### src/rtl/hrs_pkg.sv
package hrs_pkg;

    localparam int DIGIT_W    = 4;
    localparam int UNITS_TOP  = 9;   // last units value in a full decade
    localparam int TENS_TOP24 = 2;   // last tens value, 24-hour format
    localparam int TENS_TOP12 = 1;   // last tens value, 12-hour format
    localparam int UNITS_END24 = 3;  // last units value when tens is at top, 24h
    localparam int UNITS_END12 = 1;  // last units value when tens is at top, 12h

    typedef logic [DIGIT_W-1:0] bcd_t;

    typedef enum logic {
        FMT_24 = 1'b0,
        FMT_12 = 1'b1
    } fmt_e;

    typedef struct packed {
        bcd_t tens;
        bcd_t units;
    } hour_t;

    function automatic bcd_t tens_top(fmt_e f);
        return (f == FMT_12) ? bcd_t'(TENS_TOP12) : bcd_t'(TENS_TOP24);
    endfunction

    // Last units value before the units digit rolls over
    function automatic bcd_t units_top(bcd_t tens, fmt_e f);
        bcd_t r;
        if (tens >= tens_top(f))
            r = (f == FMT_12) ? bcd_t'(UNITS_END12) : bcd_t'(UNITS_END24);
        else
            r = bcd_t'(UNITS_TOP);
        return r;
    endfunction

    // Count lies beyond the final hour of the selected format
    function automatic logic beyond_end(hour_t h, fmt_e f);
        logic r;
        if (h.tens > tens_top(f))
            r = 1'b1;
        else if (h.tens == tens_top(f) && h.units > units_top(h.tens, f))
            r = 1'b1;
        else
            r = 1'b0;
        return r;
    endfunction

endpackage

### src/rtl/hrs_units_digit.sv
module hrs_units_digit
    import hrs_pkg::*;
(
    input  logic clk,
    input  logic rst,
    input  logic inc,
    input  logic clear,
    input  bcd_t last,
    output bcd_t value,
    output logic roll
);

    assign roll = inc && (value >= last);

    always_ff @(posedge clk) begin
        if (rst || clear)
            value <= '0;
        else if (roll)
            value <= '0;
        else if (inc)
            value <= value + bcd_t'(1);
    end

endmodule

### src/rtl/hrs_tens_digit.sv
module hrs_tens_digit
    import hrs_pkg::*;
(
    input  logic clk,
    input  logic rst,
    input  logic adv,
    input  logic clear,
    output bcd_t value
);

    always_ff @(posedge clk) begin
        if (rst || clear)
            value <= '0;
        else if (adv)
            value <= value + bcd_t'(1);
    end

endmodule

### src/rtl/hour_bcd_counter.sv
module hour_bcd_counter
    import hrs_pkg::*;
(
    input  logic       clk,
    input  logic       rst,
    input  logic       inc,
    input  logic       fmt12,
    output logic [3:0] hour_tens,
    output logic [3:0] hour_units,
    output logic       day_carry,
    output logic       fmt_is_12
);

    fmt_e  fmt;
    hour_t cur;
    bcd_t  u_last;
    logic  u_roll;
    logic  at_final;
    logic  wrap;

    assign fmt    = fmt_e'(fmt12);
    assign u_last = units_top(cur.tens, fmt);

    // Whole-count wrap: final hour reached, or count left out of range
    assign at_final = (cur.tens >= tens_top(fmt)) && (cur.units >= u_last);
    assign wrap     = inc && (at_final || beyond_end(cur, fmt));

    hrs_units_digit u_units (
        .clk   (clk),
        .rst   (rst),
        .inc   (inc),
        .clear (wrap),
        .last  (u_last),
        .value (cur.units),
        .roll  (u_roll)
    );

    hrs_tens_digit u_tens (
        .clk   (clk),
        .rst   (rst),
        .adv   (u_roll),
        .clear (wrap),
        .value (cur.tens)
    );

    always_ff @(posedge clk) begin
        if (rst) begin
            day_carry <= 1'b0;
            fmt_is_12 <= 1'b0;
        end else begin
            day_carry <= wrap;
            fmt_is_12 <= fmt12;
        end
    end

    assign hour_tens  = cur.tens;
    assign hour_units = cur.units;

endmodule

### config.mk
export PLATFORM = sky130hd
export DESIGN_NAME = hour_bcd_counter
export DESIGN_NICKNAME = d
export VERILOG_FILES = /design/src/rtl/hrs_pkg.sv /design/src/rtl/hrs_units_digit.sv /design/src/rtl/hrs_tens_digit.sv /design/src/rtl/hour_bcd_counter.sv
export SDC_FILE = /design/constraint.sdc
export NUM_CORES = 1
export LEC_CHECK = 0
export BUFFER_PORTS_ARGS = -buffer_cell sky130_fd_sc_hd__clkbuf_2
export CORE_UTILIZATION = 35
export CTS_CLUSTER_SIZE = 30
export DETAILED_ROUTE_END_ITERATION = 12
export GPL_TIMING_DRIVEN = 0
export PLACE_DENSITY = 0.58
export SYNTH_ARGS = -nofsm -noshare
export SYNTH_HDL_FRONTEND = slang
export SYNTH_SLANG_ARGS = --single-unit
### constraint.sdc
create_clock -name clk -period 4.78 [get_ports clk]
set_input_delay 1.434 -clock clk [delete_from_list [all_inputs] [get_ports clk]]
set_output_delay 1.434 -clock clk [all_outputs]
set_load 0.005 [all_outputs]
* Word level (Yosys, flattened, before mapping) *
Cells that the tools add are included.

operators by class
  add/sub/neg operators = 2
  eq/ne operators = 1
  magnitude comparators = 4
  mux-type cells = 6
  reductions and logical operators = 7

operators with widths
  operator                                                       count
  4-bit by 1-bit adder with 4-bit output, second input constant  2
  4-bit greater-than comparator                                  2
  4-bit two-way mux                                              2
  4-bit == test                                                  1
  4-bit by 2-bit >= comparator with 1-bit output                 1
  4-bit >= comparator                                            1
  1-bit logical AND                                              4
  2-bit two-way mux                                              2
  1-bit logical OR                                               2
  1-bit two-way mux                                              2
  2-bit OR reduction                                             1

storage, ports and cells
  flip-flop bits (word level) = 10
  word-level logic and storage cells = 24
  bits of input ports = 4
  output and inout bits = 10

* Depth between registers and ports, before layout *
  depth after elaboration = 12
  gate-level depth with buffers = 11
  depth with buffers taken out = 11

* By module *
From an unflattened synthesis, not the netlist that was laid out.

second synthesis, totals
  cell total of the unflattened synthesis = 72
  area total of the unflattened synthesis = 693.2 um^2

by module, submodules not included
  module            area each (um^2)  cells each  instances  seq. area each (um^2)
  hrs_units_digit   292.8             35          1          80.1
  hour_bcd_counter  222.7             20          1          40.0
  hrs_tens_digit    177.7             17          1          80.1

* Worst setup path after synthesis *
No wires, ideal clock.

  path type = input to register
  from = input port fmt12
  to = register u_tens.value[3]
  setup time = 65 ps
  path slack = 1450 ps
  arrival time = 3265 ps
  buffers on the path = 0
  required time = 4715 ps
  stages on the path = 10
  cells stage by stage = ha_1 > nor2b_1 > o21a_1 > inv_1 > nand2b_1 > ha_1 > a211o_1 > a2111oi_4 > o31ai_2 > nor2_1

between the ends
  longest elaborated chain between the ends = 11
  elaborated cells between the ends (all ways) = 17
  those cells by class = 4 x order compare; 1 x eq/ne; 6 x mux; 6 x reduce/logical

RTL lines
  what                                            RTL line                               RTL
  from (decl)                                     hour_bcd_counter.sv:7                  input logic fmt12,
  2-bit two-way mux                               hrs_pkg.sv:23                          return (f == FMT_12) ? bcd_t'(TENS_TOP12) : bcd_t'(TENS_TOP24);
  4-bit by 2-bit >= comparator with 1-bit output  hrs_pkg.sv:29, hour_bcd_counter.sv:25
  4-bit two-way mux                               hrs_pkg.sv:29                          if (tens >= tens_top(f))
  4-bit two-way mux                               hrs_pkg.sv:39                          if (h.tens > tens_top(f))
  4-bit greater-than comparator                   hrs_pkg.sv:41                          else if (h.tens == tens_top(f) && h.units > units_top(h.tens, f))
  1-bit logical AND                               hrs_pkg.sv:41
  1-bit two-way mux                               hrs_pkg.sv:41
  1-bit two-way mux                               hrs_pkg.sv:39
  1-bit logical OR                                hour_bcd_counter.sv:26                 assign wrap = inc && (at_final || beyond_end(cur, fmt));
  1-bit logical AND                               hour_bcd_counter.sv:26
  1-bit logical OR                                hrs_tens_digit.sv:12                   if (rst || clear)
  to (signal assigned)                            hrs_tens_digit.sv:15                   value <= value + bcd_t'(1);
  to (decl)                                       hrs_tens_digit.sv:8                    output bcd_t value

Parallel ways exist; a longest one is shown, timed or not. The select of a mux whose other input is x is not followed.
A chain may end at the register's enable or synchronous reset.

* Worst setup path in the final report *
Same ends and word-level chain as after synthesis.

==> metrics <==
IO Pins=14; row cnt=13; hold depth=2; Initial Util=39.6%; most frequent cell on the critical path=ha_1; synthesized flop and latch total=10; CTS tree=done; synth top area cells=dfxtp_1, ha_1, a211oi_1; Slew @ Worst Pin=about 0.38 ns; I/O Buffers=12; final net count=83; GPL Wtd Cong=0.728; FF-to-FF path depth=11; Tot GR Track Use=12.3%; drt first-iter violations=1; hold path startpoint=u_tens.value[3]; first-pass GRT wire length=about 1600 um; Syn Area/Cell=roughly 10 um^2; final worst slack=between 1 and 1.5 ns; CP endpoint kind=flop; share of post-route cells with drive strength above 1=around 28%; status=complete, no violations; vias in the first global route=roughly 400; Hold Buf Count CTS=0; Reg clk slew, reported paths=0.06 ns; Crit Reg-Reg Endpoint=u_tens.value[3]; Placed Instances=83; Crit Path Max Fanout=4; pin count of the biggest net entering global routing=11; Crit path required time=between 4 and 5 ns; Mapped Area=roughly 550 um^2; final std cells w/o fill=86; Die Height=a little over 40 um; Crit Path Class=in2reg; Clock Path Buffers=2; detailed placement HPWL=~740 um; P_leak=approximately 0.30 nW; Placement Setup Slack=approximately 1.2 ns; RSZ-0062 raised after global routing=false; P per Cell Area=roughly 270 mW/mm^2; setup violators final=0; routed wire length=just under 1000 um; synth unique cells=24; most frequent cell after synthesis=dfxtp_1; Final Critical Period=between 3 and 4 ns; Peak VDD IR=about 0.18 mV; root buffer cell=clkbuf_4; Synth top area share=between 30% and 40%; Ant. Diodes=0; Total Power=~0.17 mW; max-cap violation count=0; placed cell area=about 630 um^2; f_max=302 MHz; Syn Inst Count=56; launching point of the worst reg2reg path=u_tens.value[0]; Layout Utilization=a little under half; initial antenna violation count=0; worst path buffer plus inverter count=2; EDFF count, synth=0; Synth Flop Type=dfxtp_1; CTS buffer count=3; share of flip-flops with an asynchronous set or reset=0%; post-synth net total=66; CTS sink cnt=10; die width=a little over 40 um; final hold viol count=0; Final Cycle Share=around 69%; critical path cell sequence=clkbuf_2 -> ha_1 -> nor2b_1 -> o21a_1 -> inv_1 -> nand2b_1 -> ha_1 -> a211o_1 -> a2111oi_4 -> o31ai_2 -> nor2_1; drt pass-1 iters=2; Critical Path AT=between 3 and 4 ns; Worst Setup Start Kind=input pin; Remaining Overflow, GRT=0; drt wl/cell=around 11 um; drt via density=a little over 5; Vias=between 400 and 500; R2R Setup Slk=about 2.3 ns; depth of the CTS H-tree=1; leading area contributor after synthesis=dfxtp_1; worst skew pair latency=~0.26 ns; setup bufs post-CTS=0; Critical-path top delay cell=a2111oi_4; Die Area=0.00173 mm^2; type of the most critical hold path=reg2reg; CP delay by family, top=compound AO/OA/AOI/OAI gates; Antenna Nets Post-Route=0; Seq/Total Area, Yosys=between 30% and 40%; post-cts sizing count=0; commonest cells in the netlist=dfxtp_1, ha_1, inv_1, nor2_1, a211oi_1; Core Box Area=0.00138 mm^2; slowest cell delay on critical path=0.40 ns; setup tns final=0 ns; Hold Path Sink=u_tens.value[3]; clk_skew=~0.0034 ns; area delta synth->final=18.5%; Worst Hold Margin=0.537 ns; Yosys warning count=0; relative slew slack=74.8%; Final Cell Area=~650 um^2; # DRC=0; Slew Viols, Final=0
layer usage:
layer | up-vias | GRT usage, % | part of all wire, %
li1 | 231 | - | -
met1 | 200 | 16.3 | 50
met2 | 12 | 17.2 | 43
met3 | 0 | 6.52 | 6.8
met4 | 0 | 3.87 | 0
met5 | - | 0 | 0
report_power, final:
| part | internal, mW | switching (mW) |
|---|---|---|
| Clock | 0.0290 | 0.0275 |
| Combinational | 0.0132 | 0.0155 |
| Sequential | 0.0861 | 0.00295 |
logic make-up after synthesis:
kind of cell             count (synthesis)  synth area share (%)
AO/OA/AOI/OAI                           14                  22.8
AND/OR/NAND/NOR                         14                  12.6
adder cells (fa/ha/maj)                  6                  13.7
multiplexers                             2                  3.65
buffers and inverters                    6                  4.34
flip-flops                              10                  36.5
XOR/XNOR                                 4                  6.39
registers in the layout, summed over array words and instances (netlist names):
register	count
u_units.value	4
fmt_is_12	1
day_carry	1
u_tens.value	4
worst max path at each step:
stage / start / to / slack (ns) / cells after the start
after floorplan: fmt12 / u_tens.value[3] / 1.45 / 10
after global placement: fmt12 / u_tens.value[3] / 1.17 / 11
after detailed placement: fmt12 / u_tens.value[2] / 1.17 / 11
after CTS: fmt12 / u_tens.value[2] / 1.44 / 11
after global routing: fmt12 / u_tens.value[0] / 1.30 / 11
final: fmt12 / u_tens.value[3] / 1.47 / 11
placed cells by master (no fill, tap or decap), types with 2 or more instances in the layout:
cell,instances
o21ai_1,2
mux2i_1,2
a21oi_1,2
nor2b_1,2
clkbuf_2,12
inv_1,5
xor2_1,2
nor2_1,5
ha_1,6
nand2_1,2
clkbuf_4,3
xnor2_1,2
dfxtp_1,10
a211oi_1,4
layout make-up:
cell class	count	area (um^2)
fillers	140	733
multi-input cells	40	324
flip-flops and latches	10	200
repair buffers	12	60.1
clock buffers	3	22.5
inverters	5	18.8
well taps	15	18.8
plain buffers	1	5.00
worst register-to-register path: cells and delay by family (launching register included):
family          cells  cell delay [ns]
simple gates        3             0.30
flops               1             0.42
compound gates      4             1.07
buf+inv             2             0.15
fa+ha+maj           2             0.50
Note: power is estimated with default switching activity, not from simulation.
